--- src/rtl/rxd_pkg.sv ---
package rxd_pkg;
    localparam int LEN_W      = 14;
    localparam int WDOG_LIMIT = 2048;
    localparam int NFLAG      = 6;
    localparam int WB_W       = 32;

    localparam int F_DONE  = 0;
    localparam int F_NOBUF = 1;
    localparam int F_STOP  = 2;
    localparam int F_LONG  = 3;
    localparam int F_OVF   = 4;
    localparam int F_BUS   = 5;

    typedef enum logic [2:0] {
        ST_STOP  = 3'b000,
        ST_FETCH = 3'b001,
        ST_WAIT  = 3'b010,
        ST_SUSP  = 3'b100,
        ST_WB    = 3'b101,
        ST_RECV  = 3'b111
    } rx_state_e;

    typedef struct packed {
        logic             own;
        logic             rsv30;
        logic [LEN_W-1:0] len;
        logic [3:0]       rsv15;
        logic             ovf;
        logic [5:0]       rsv10;
        logic             too_long;
        logic [3:0]       rsv3;
    } desc_word_t;

    function automatic desc_word_t make_desc(input logic [LEN_W-1:0] len,
                                             input logic ovf);
        desc_word_t d;
        d          = '0;
        d.own      = 1'b0;
        d.len      = len;
        d.ovf      = ovf;
        d.too_long = (len > LEN_W'(WDOG_LIMIT));
        return d;
    endfunction
endpackage

--- src/rtl/rxd_status.sv ---
module rxd_status
    import rxd_pkg::*;
#(
    parameter int N = NFLAG
) (
    input  logic         clk,
    input  logic         rst,
    input  logic [N-1:0] set_i,
    input  logic [N-1:0] clr_i,
    output logic [N-1:0] flags_o
);
    for (genvar i = 0; i < N; i++) begin : g_flag
        always_ff @(posedge clk) begin
            if (rst)
                flags_o[i] <= 1'b0;
            else if (set_i[i])
                flags_o[i] <= 1'b1;
            else if (clr_i[i])
                flags_o[i] <= 1'b0;
        end
    end

    assert_sticky_R11: assert property (@(posedge clk) disable iff (rst)
        (clr_i == '0) |=> ((flags_o & $past(flags_o)) == $past(flags_o)));
endmodule

--- src/rtl/rxd_fsm.sv ---
module rxd_fsm
    import rxd_pkg::*;
(
    input  logic             clk,
    input  logic             rst,
    input  logic             cmd_start,
    input  logic             cmd_stop,
    input  logic             poll_demand,
    input  logic             frame_start,
    input  logic             frame_end,
    input  logic [LEN_W-1:0] frame_len,
    input  logic             overflow,
    input  logic             bus_err,
    input  logic             rd_ack,
    input  logic             rd_own,
    input  logic             wb_ack,
    output logic             rd_req,
    output logic             wb_req,
    output logic [WB_W-1:0]  wb_word,
    output rx_state_e        state,
    output logic [NFLAG-1:0] set_vec
);
    logic       prev_dma;
    logic       frame_pend;
    logic       ovf_seen;
    desc_word_t wb_q;
    logic       active;
    logic       halt;
    logic       go;

    assign active  = (state != ST_STOP);
    assign halt    = active && (bus_err || cmd_stop);
    assign go      = active && !halt;
    assign rd_req  = (state == ST_FETCH);
    assign wb_req  = (state == ST_WB);
    assign wb_word = wb_q;

    always_comb begin
        set_vec          = '0;
        set_vec[F_BUS]   = active && bus_err;
        set_vec[F_STOP]  = halt;
        set_vec[F_NOBUF] = go && state == ST_FETCH && rd_ack && !rd_own && prev_dma;
        set_vec[F_DONE]  = go && state == ST_WB && wb_ack;
        set_vec[F_LONG]  = go && state == ST_RECV && frame_end &&
                           (frame_len > LEN_W'(WDOG_LIMIT));
        set_vec[F_OVF]   = go && state == ST_RECV && overflow;
    end

    always_ff @(posedge clk) begin
        if (rst) begin
            state      <= ST_STOP;
            prev_dma   <= 1'b1;
            frame_pend <= 1'b0;
            ovf_seen   <= 1'b0;
            wb_q       <= '0;
        end else if (halt) begin
            state      <= ST_STOP;
            frame_pend <= 1'b0;
        end else begin
            unique case (state)
                ST_STOP: if (cmd_start) begin
                    state      <= ST_FETCH;
                    prev_dma   <= 1'b1;
                    frame_pend <= 1'b0;
                end
                ST_FETCH: begin
                    if (rd_ack) begin
                        frame_pend <= 1'b0;
                        ovf_seen   <= 1'b0;
                        prev_dma   <= rd_own;
                        if (!rd_own)
                            state <= ST_SUSP;
                        else if (frame_pend || frame_start)
                            state <= ST_RECV;
                        else
                            state <= ST_WAIT;
                    end else if (frame_start) begin
                        frame_pend <= 1'b1;
                    end
                end
                ST_WAIT: if (frame_start) begin
                    state    <= ST_RECV;
                    ovf_seen <= 1'b0;
                end
                ST_RECV: begin
                    if (overflow)
                        ovf_seen <= 1'b1;
                    if (frame_end) begin
                        state <= ST_WB;
                        wb_q  <= make_desc(frame_len, ovf_seen || overflow);
                    end
                end
                ST_WB: if (wb_ack) state <= ST_FETCH;
                ST_SUSP: begin
                    if (poll_demand || frame_start) begin
                        state      <= ST_FETCH;
                        frame_pend <= frame_start;
                    end
                end
                default: state <= ST_STOP;
            endcase
        end
    end

    assert_stop_enter_R10: assert property (@(posedge clk) disable iff (rst)
        (active && cmd_stop) |=> (state == ST_STOP));
    assert_bus_halt_R9: assert property (@(posedge clk) disable iff (rst)
        (active && bus_err) |=> (state == ST_STOP && !rd_req && !wb_req));
    assert_suspend_R3: assert property (@(posedge clk) disable iff (rst)
        (go && state == ST_FETCH && rd_ack && !rd_own) |=> (state == ST_SUSP));
    assert_frame_wb_R6: assert property (@(posedge clk) disable iff (rst)
        (go && state == ST_RECV && frame_end) |=> (wb_req && !wb_word[31]));
    assert_start_fetch_R2: assert property (@(posedge clk) disable iff (rst)
        (state == ST_STOP && cmd_start) |=> rd_req);
endmodule

--- src/rtl/rx_desc_ctrl.sv ---
module rx_desc_ctrl
    import rxd_pkg::*;
(
    input  logic             clk,
    input  logic             rst,
    input  logic             cmd_start,
    input  logic             cmd_stop,
    input  logic             poll_demand,
    input  logic             frame_start,
    input  logic             frame_end,
    input  logic [LEN_W-1:0] frame_len,
    input  logic             overflow,
    input  logic             bus_err,
    output logic             desc_rd_req,
    input  logic             desc_rd_ack,
    input  logic             desc_rd_own,
    output logic             desc_wb_req,
    output logic [WB_W-1:0]  desc_wb_data,
    input  logic             desc_wb_ack,
    input  logic [NFLAG-1:0] status_clr,
    output logic [NFLAG-1:0] status,
    output logic [2:0]       proc_state
);
    rx_state_e        st;
    logic [NFLAG-1:0] set_vec;

    rxd_fsm u_fsm (
        .clk         (clk),
        .rst         (rst),
        .cmd_start   (cmd_start),
        .cmd_stop    (cmd_stop),
        .poll_demand (poll_demand),
        .frame_start (frame_start),
        .frame_end   (frame_end),
        .frame_len   (frame_len),
        .overflow    (overflow),
        .bus_err     (bus_err),
        .rd_ack      (desc_rd_ack),
        .rd_own      (desc_rd_own),
        .wb_ack      (desc_wb_ack),
        .rd_req      (desc_rd_req),
        .wb_req      (desc_wb_req),
        .wb_word     (desc_wb_data),
        .state       (st),
        .set_vec     (set_vec)
    );

    rxd_status #(.N(NFLAG)) u_status (
        .clk     (clk),
        .rst     (rst),
        .set_i   (set_vec),
        .clr_i   (status_clr),
        .flags_o (status)
    );

    assign proc_state = st;

    assert_nobuf_in_susp_R3: assert property (@(posedge clk) disable iff (rst)
        $rose(status[F_NOBUF]) |-> (proc_state == 3'b100));
    assert_done_after_wb_R6: assert property (@(posedge clk) disable iff (rst)
        (desc_wb_req && desc_wb_ack && !bus_err && !cmd_stop) |=> status[F_DONE]);
endmodule

--- config.mk ---
export PLATFORM = sky130hd
export DESIGN_NAME = rx_desc_ctrl
export DESIGN_NICKNAME = d
export VERILOG_FILES = /design/src/rtl/rxd_pkg.sv /design/src/rtl/rxd_status.sv /design/src/rtl/rxd_fsm.sv /design/src/rtl/rx_desc_ctrl.sv
export SDC_FILE = /design/constraint.sdc
export NUM_CORES = 1
export LEC_CHECK = 0
export ABC_AREA = 1
export BUFFER_PORTS_ARGS = -buffer_cell sky130_fd_sc_hd__buf_2
export CAP_MARGIN = 20
export CORE_ASPECT_RATIO = 0.75
export CORE_UTILIZATION = 40
export DETAILED_ROUTE_END_ITERATION = 8
export PLACE_DENSITY = 0.72
export SLEW_MARGIN = 20
export SYNTH_ARGS = -nofsm -noshare
export SYNTH_HDL_FRONTEND = slang
export SYNTH_SLANG_ARGS = --single-unit
--- constraint.sdc ---
create_clock -name clk -period 2.85 [get_ports clk]
set_clock_uncertainty 0.1 [all_clocks]
set_input_delay 0.4275 -clock clk [delete_from_list [all_inputs] [get_ports clk]]
set_output_delay 0.4275 -clock clk [all_outputs]
set_load 0.005 [all_outputs]
==> results of run 1 <==
[cell families (layout without fill, tap and decap cells)]
kind of cell / Yosys count / in the layout
other: 1 / 16
AND/OR/NAND/NOR: 112 / 112
flip-flops: 28 / 28
buffers and inverters: 42 / 85
AO/OA/AOI/OAI: 32 / 32
[cell type report]
cell class	instances	area [sq um]	area share
well taps	40	50.05	0.02853
repair buffers	59	297.8	0.1698
clock buffers	4	55.05	0.03138
multi-input cells	160	708.2	0.4037
flip-flops and latches	28	560.5	0.3195
inverters	22	82.58	0.04708
[worst paths after layout]
kind	startpoint	end	slack [ns]	cells past startpoint
worst min-delay path	frame_len[1]	u_fsm.wb_word[17]	0.29	3
worst min register to register	u_status.flags_o[5]	u_status.flags_o[5]	0.36	2
worst max-delay path	u_fsm.state[2]	desc_rd_req	1.03	4
worst max register to register	u_fsm.state[0]	u_fsm.frame_pend	1.18	5
[per-layer routing]
metal / wire length (um) / vias up
met5: 0 / -
met3: 270 / 2
met4: 20 / 0
met2: 1367 / 63
li1: - / 768
met1: 1526 / 633
[stage by stage]
step / setup WS (ns) / cell area, sq um / power, mW
2_1_floorplan: 1.335 / 1501 / 0.7887
3_3_place_gp: 1.165 / 1699 / 0.8969
3_5_place_dp: 1.139 / 1699 / 0.8970
4_1_cts: 1.040 / 1754 / 1.138
5_1_grt: 0.8959 / 1754 / 1.228
6_report: 1.034 / 1754 / 1.132
[critical path: cells and delay by family (launching register included)]
family	cells	cell delay [ns]
buf+inv	3	0.37
flops	1	0.47
simple gates	1	0.19
[sequential cells by signal, indices dropped and copies added (netlist names)]
| register | flops |
|---|---|
| u_fsm.wb_word | 16 |
| u_fsm.frame_pend | 1 |
| u_fsm.state | 3 |
| u_status.flags_o | 6 |
| u_fsm.prev_dma | 1 |
| u_fsm.ovf_seen | 1 |
[power by group]
part	leakage, nW	internal, mW	total (mW)	switching [mW]
Clock	0.0288	0.124	0.241	0.117
Combinational	0.712	0.155	0.415	0.261
Sequential	0.227	0.433	0.476	0.0429
Total	0.968	0.712	1.13	0.421
[synth_stat cells]
library cell  instances
a21oi_1              13
conb_1                1
or2_2                 3
nor2_1               54
dfxtp_1              28
nand2_2               1
o21ai_1               3
o21ai_0              16
clkbuf_1              1
buf_1                 1
nand3_1              13
nand4_1               4
nor3_4                1
nand2_1              32
nand3b_1              3
buf_6                 2
nor2_4                1
inv_1                19
buf_4                16
inv_2                 3
==> metrics.md, run 1 <==
| Metric | Value |
|---|---|
| Outcome | finished with violations |
| Failing checks | DRC |
| Met1 GRT Util | 0.2446 |
| Gr busiest metal | met2 |
| Slowest stage delay, CP | 0.47 ns |
| Synth Area in Compound Gates | 0.1108 |
| Routed WL | approximately 3.2 mm |
| CP Max Fanout | 7 |
| Starting Density | 0.4278 |
| DR WL/cell | roughly 10 um |
| H-tree depth | 1 |
| Antenna Violating Nets Remaining | 0 |
| Met3 Use GR | 0.02996 |
| DPL Wire Length | between 2 and 3 mm |
| Yosys top cell by area | dfxtp_1 |
| Post-synthesis xor/xnor area fraction | 0 |
| Critical path class | register to primary output |
| Vias post-DR | 1466 |
| # nets final | between 300 and 400 |
| Area of the die | 3860 sq um |
| GR Util All Layers | 0.1703 |
| Mapped Area | 1445 sq um |
| Top post-synthesis cells by area | dfxtp_1 39%, nor2_1 14%, buf_4 8.3%, nand2_1 8.3%, o21ai_0 5.5% |
| Commonest non-fill, non-tap cell in the layout | buf_2 |
| Starting DRT DRC Count | 66 |
| CTS max path bufs | 2 |
| Diode count | 0 |
| Post-Synth Adder-Cell Area | 0 |
| Initial antenna violation count | 0 |
| Slew Limit Fails | 0 |
| Share of the synthesized area in the top cell type | 0.3879 |
| Max Clk Rate | roughly 550 MHz |
| Gate Count Post-Synth | approximately 220 |
| Final period util | 0.6372 |
| Slowest CP cell | dfxtp_1 |
| Setup TNS | 0 ns |
| Core Area | between 3000 and 4000 sq um |
| Crit path cell chain | inv_1 -> nand2_1 -> inv_1 -> buf_2 |
| Post-synthesis mux area share | 0 |
| Inst Count DP | slightly above 300 |
| Vias per cell | between 4 and 5 |
| Post-CTS Setup Bufs | 0 |
| Commonest non-fill, non-tap cells in the layout | 58 x buf_2, 54 x nor2_1, 32 x nand2_1, 28 x dfxtp_1, 19 x inv_1 |
| Final Hold Fails | 0 |
| Synth cell types | 20 |
| Syn Area/Cell | 6.722 sq um |
| Total congestion overflow | 0 |
| Worst Hold Class | input port to register |
| Layout Utilization | 0.5193 |
| Grt met2 use | 0.2667 |
| RePlAce Congestion | between 0.9 and 1 |
| Fill count | 366 |
| TritonCTS Sinks | 28 |
| Lkg Pwr | just under 1 nW |
| CTS resizes | 0 |
| Synth warn | 0 |
| Die span in x | 71.41 um |
| I/O Buffers | 58 |
| Layout cells sized above 1 | 0.2637 |
| WHS | about 0.29 ns |
| Largest net degree at the start of global routing | 19 |
| Vias in the first global route | 1116 |
| CP startpoint kind | register |
| Critical Path RT | approximately 2.3 ns |
| FF+latch count, synth | 28 |
| Final min period | 1.816 ns |
| Non-filler cells, final | 313 |
| Pwr per Cell Area | roughly 650 nW/um^2 |
| TritonCTS clock tree | built |
| Clock root buffer | clkbuf_8 |
| CTS hold repair buffers | 0 |
| Top-Level Pins | between 70 and 80 |
| Worst skew pair latency | roughly 0.27 ns |
| Seq/Total Area, Yosys | 0.3879 |
| Max_cap viols | 0 |
| Post-Synth Simple-Gate Area | 0.3377 |
| Most Frequent Cell on Critical Path | inv_1 |
| Largest family of logic cells by synthesized area | simple AND/OR/NAND/NOR gates |
| Maximum vdd drop | 0.2988 mV |
| Row count | 18 |
| Arr. time, crit path | approximately 1.3 ns |
| DRC | 6 |
| DIE HEIGHT | around 54 um |
| Crit path capture type | primary output |
| Area grow syn2layout | 21.39% |
| Worst-path clk slew | ~0.090 ns |
| TritonRoute pass-1 iters | 6 |
| Cts bufs inserted | 3 |
| First-pass GRT wire length | between 5 and 6 mm |
| Final setup fails | 0 |
| RSZ-0062 raised after global routing | no |
Note: power is estimated with default switching activity, not from simulation.
==> run 2, diff against run 1 <==
- ABC_AREA: 1 -> 0
- PLACE_DENSITY: 0.72 -> 0.75
- clock period: 2.85 -> 1.5 ns (I/O delays scaled with it)
==> run 2 against run 1 <==
Effect of this change: the run ends with DRC, setup timing left; via count is 5.0% higher; flip-flop and latch count stayed put; worst setup slack worse by 1.1 ns; worst hold slack worse by 0.20 ns; register-to-register slack worse by 1.2 ns; clock power is 140% higher; clock-buffer cell count is 1 lower; synthesized cell count is 16% lower; global-route usage is 5.9 points higher; utilization is 11 points higher; final area is 21% higher; sequential power is 81% higher; critical path type unchanged.
==> metrics.md, run 2 <==
| Metric | Value |
|---|---|
| Outcome | finished with violations (unchanged) |
| Failing checks | DRC, setup timing (was DRC) |
| Met1 GRT Util | 0.3159 (was 0.2446) |
| Slew Limit Fails | 0 (unchanged) |
| Critical Path Start | u_fsm.state[0] (was u_fsm.state[2]) |
| TritonCTS Sinks | 28 (unchanged) |
| R2r setup slk | -0.04 ns (was 1.18 ns) |
| Initial antenna violation count | 0 (unchanged) |
| RSZ-0062 raised after global routing | yes (was no) |
| Top post-synthesis cells by area | dfxtp_1 39%, nand2_1 8.9%, buf_4 8.4%, a21oi_1 6.6%, nor2_1 3.1% (was dfxtp_1 39%, nor2_1 14%, buf_4 8.3%, nand2_1 8.3%, o21ai_0 5.5%) |
| Critical R2R Capture | u_fsm.wb_word[11] (was u_fsm.frame_pend) |
| Row count | 18 (unchanged) |
| Gr busiest metal | met2 (unchanged) |
| RePlAce Congestion | 0.8676 (was 0.9091) |
| Synth top cells by count | 34 x nand2_1, 28 x dfxtp_1, 19 x a21oi_1 (was 54 x nor2_1, 32 x nand2_1, 28 x dfxtp_1) |
| Post-synth EDFFs | 0 (unchanged) |
| DRC | 5 (was 6) |
| Share of flip-flops with an asynchronous set or reset | 0 (unchanged) |
| Lkg Pwr | 0.9729 nW (was 0.9679 nW) |
| DPL Wire Length | 2.738 mm (was 2.505 mm) |
| Mapped Area | 1431 sq um (was 1445 sq um) |
| Final worst slack | -0.08045 ns (was 1.034 ns) |
| Most frequent cell after synthesis | nand2_1 (was nor2_1) |
| Synth warn | 0 (unchanged) |
| Worst skew pair latency | 0.27 ns (about the same) |
| WHS | 0.09174 ns (was 0.2899 ns) |
| Commonest non-fill, non-tap cells in the layout | 56 x buf_2, 32 x nand2_1, 25 x dfxtp_1, 21 x buf_4, 19 x a21oi_1 (was 58 x buf_2, 54 x nor2_1, 32 x nand2_1, 28 x dfxtp_1, 19 x inv_1) |
| Commonest non-fill, non-tap cell in the layout | buf_2 (unchanged) |
| Antenna Violating Nets Remaining | 0 (unchanged) |
| CP startpoint kind | register (unchanged) |
| Gate power share | 0.402 (was 0.367) |
| Net Sw Frac | 0.2983 (was 0.3715) |
| Core Area | 3356 sq um (was 3378 sq um) |
| Area grow syn2layout | 48.69% (was 21.39%) |
| Grt met2 use | 0.3638 (was 0.2667) |
| Starting Density | 0.4265 (was 0.4278) |
| CTS hold repair buffers | 0 (unchanged) |
| Syn Area/Cell | 7.908 sq um (was 6.722 sq um) |
| FF+latch count, synth | 28 (unchanged) |
| FF/Latch Area | 571.8 sq um (was 560.5 sq um) |
| Vias in the first global route | 1387 (was 1116) |
| TritonCTS clock tree | built (unchanged) |
| # nets final | 295 (was 306) |
| Vias post-DR | 1539 (was 1466) |
| Max_cap viols | 0 (unchanged) |
| Synth cell types | 41 (was 20) |
| Worst-path clk slew | 0.10 ns (was 0.09 ns) |
| Clock Power Share | 0.243 (was 0.213) |
| Final setup fails | 19 (was 0) |
| Pre-CTS setup slack | -0.1661 ns (was 1.139 ns) |
| Total congestion overflow | 0 (unchanged) |
| Largest net degree at the start of global routing | 20 (was 19) |
| Worst Reg2Reg Path Length in Cells | 6 (was 5) |
| Seq/Total Area, Yosys | 0.3916 (was 0.3879) |
| Fill count | 264 (was 366) |
| Largest register FFs | 16 (unchanged) |
| CP Max Fanout | 7 (unchanged) |
| Critical Path RT | 1.17 ns (was 2.32 ns) |
| DR WL/cell | 13.86 um (was 10.17 um) |
| Arr. time, crit path | 1.26 ns (was 1.29 ns) |
| First-pass GRT wire length | 6.651 mm (was 5.071 mm) |
| Final min period | approximately 1.6 ns |
| Maximum vdd drop | 0.6881 mV (was 0.2988 mV) |
| Met3 Use GR | 0.04869 (was 0.02996) |
| Share of the synthesized area in the top cell type | 0.3916 (was 0.3879) |
| Diode count | 0 (unchanged) |
| Routed WL | 4.186 mm (was 3.184 mm) |
| Multi-input logic area | 854.6 sq um (was 708.2 sq um) |
| Ys flop type | dfxtp_1 (unchanged) |
| I/O Buffers | 58 (unchanged) |
| DIE HEIGHT | 53.81 um (was 54.06 um) |
| Tot Pwr | 2.431 mW (was 1.132 mW) |
| Worst Hold Class | input port to register (unchanged) |
| Area of the die | 3824 sq um (was 3860 sq um) |
| Die span in x | 71.08 um (was 71.41 um) |
| Seq pwr share | 0.355 (was 0.421) |
| GR Util All Layers | 0.2295 (was 0.1703) |
| CTS max path bufs | 2 (unchanged) |
| Worst r2r src | u_fsm.state[0] (unchanged) |
| Gate Count Post-Synth | 181 (was 215) |
| Final period util | 1.054 |
| TritonRoute pass-1 iters | 6 (unchanged) |
| Critical path class | register to primary output (unchanged) |
| Vias per cell | 5.096 (was 4.684) |
| Non-filler cells, final | 302 (was 313) |
| Max Clk Rate | between 600 and 700 MHz |
| Top-Level Pins | 75 (unchanged) |
| Clock root buffer | clkbuf_8 (unchanged) |
| Starting DRT DRC Count | 96 (was 66) |
| Internal power | 1.706 mW (was 711.6 uW) |
| Layout cells sized above 1 | 0.4466 (was 0.2637) |
| Setup TNS | -0.4741 ns (was 0 ns) |
| Yosys top cell by area | dfxtp_1 (unchanged) |
| Sw Pwr | 725.2 uW (was 420.7 uW) |
| Pwr per Cell Area | 1142 nW/um^2 (was 645.5 nW/um^2) |
| Final Hold Fails | 0 (unchanged) |
| Crit path capture type | primary output (unchanged) |
| CP Capture Point | desc_rd_req (unchanged) |
| Cts bufs inserted | 3 (unchanged) |
| H-tree depth | 1 (unchanged) |
| Inst Count DP | 288 (was 309) |
-- run 2: cell types whose count changed in the layout (fill, tap and decap cells not counted), sizes merged, moves of 4 or more --
cell,previous run,this run
a21oi,13,19
buf,59,88
inv,22,5
mux2i,0,4
nand2b,0,7
nand3,13,3
nor2,55,12
nor2b,0,5
o21ai,19,1
-- run 2: stage by stage --
step	cell area [sq um]	util
final	2128	0.6342
after global routing	2128	0.6342
after CTS	2037	0.6070
after detailed placement	1829	0.5451
after global placement	1829	0.5451
after floorplan	1516	-
-- run 2: how the worst min path moves through the flow --
stage                     cells after the start               from  slack [ns]                 to
final                                         3       frame_len[7]        0.09  u_fsm.wb_word[23]
after global routing                          3       frame_len[7]        0.08  u_fsm.wb_word[23]
after CTS                                     3      frame_len[10]        0.09  u_fsm.wb_word[26]
after detailed placement                      2  u_fsm.wb_word[21]        0.34  u_fsm.wb_word[21]
after global placement                        2  u_fsm.wb_word[19]        0.34  u_fsm.wb_word[19]
after floorplan                               2       frame_len[2]        0.26  u_fsm.wb_word[18]
-- run 2: worst max-delay path: stages (launching register included) --
cell	delay [ns]
dfxtp_4	0.41
buf_6	0.13
nor3b_4	0.20
buf_4	0.15
buf_6	0.08
-- run 2: per-layer routing --
| metal | share of wire | vias up |
|---|---|---|
| met5 | 0 | - |
| met4 | 0.010 | 0 |
| met3 | 0.057 | 4 |
| met2 | 0.44 | 63 |
| met1 | 0.50 | 715 |
| li1 | - | 757 |
-- run 2: power by group through the flow --
stage	combinational [mW]	sequential, mW	clock [mW]
floorplan	0.378	0.866	0
global placement	0.672	0.866	0
detailed placement	0.673	0.869	0
CTS	0.841	0.856	0.602
global route	1.05	0.873	0.634
finish	0.978	0.863	0.590
-- run 2: logic make-up (layout without fill, tap and decap cells) --
group	Yosys count	in the layout	synth area share
buffers and inverters	31	97	0.1302
multiplexers	4	4	0.02797
flip-flops	28	28	0.3916
AO/OA/AOI/OAI	40	40	0.1810
AND/OR/NAND/NOR	77	77	0.2666
other	1	16	0.002620
-- run 2: cell type report --
type | instances | share of cell area
tap | 40 | 0.02352
timing repair buffer | 88 | 0.2640
multi-input combinational | 137 | 0.4015
clock buffer | 3 | 0.01940
clock inverter | 1 | 0.01411
sequential | 28 | 0.2687
inverter | 5 | 0.008818
-- run 2: repair_timing --
item	4_1_cts	5_1_grt
setup endpoints to repair	24	25
pin swaps	6	11
resized for setup	22	15
gates cloned	3	0
setup buffers	4	3
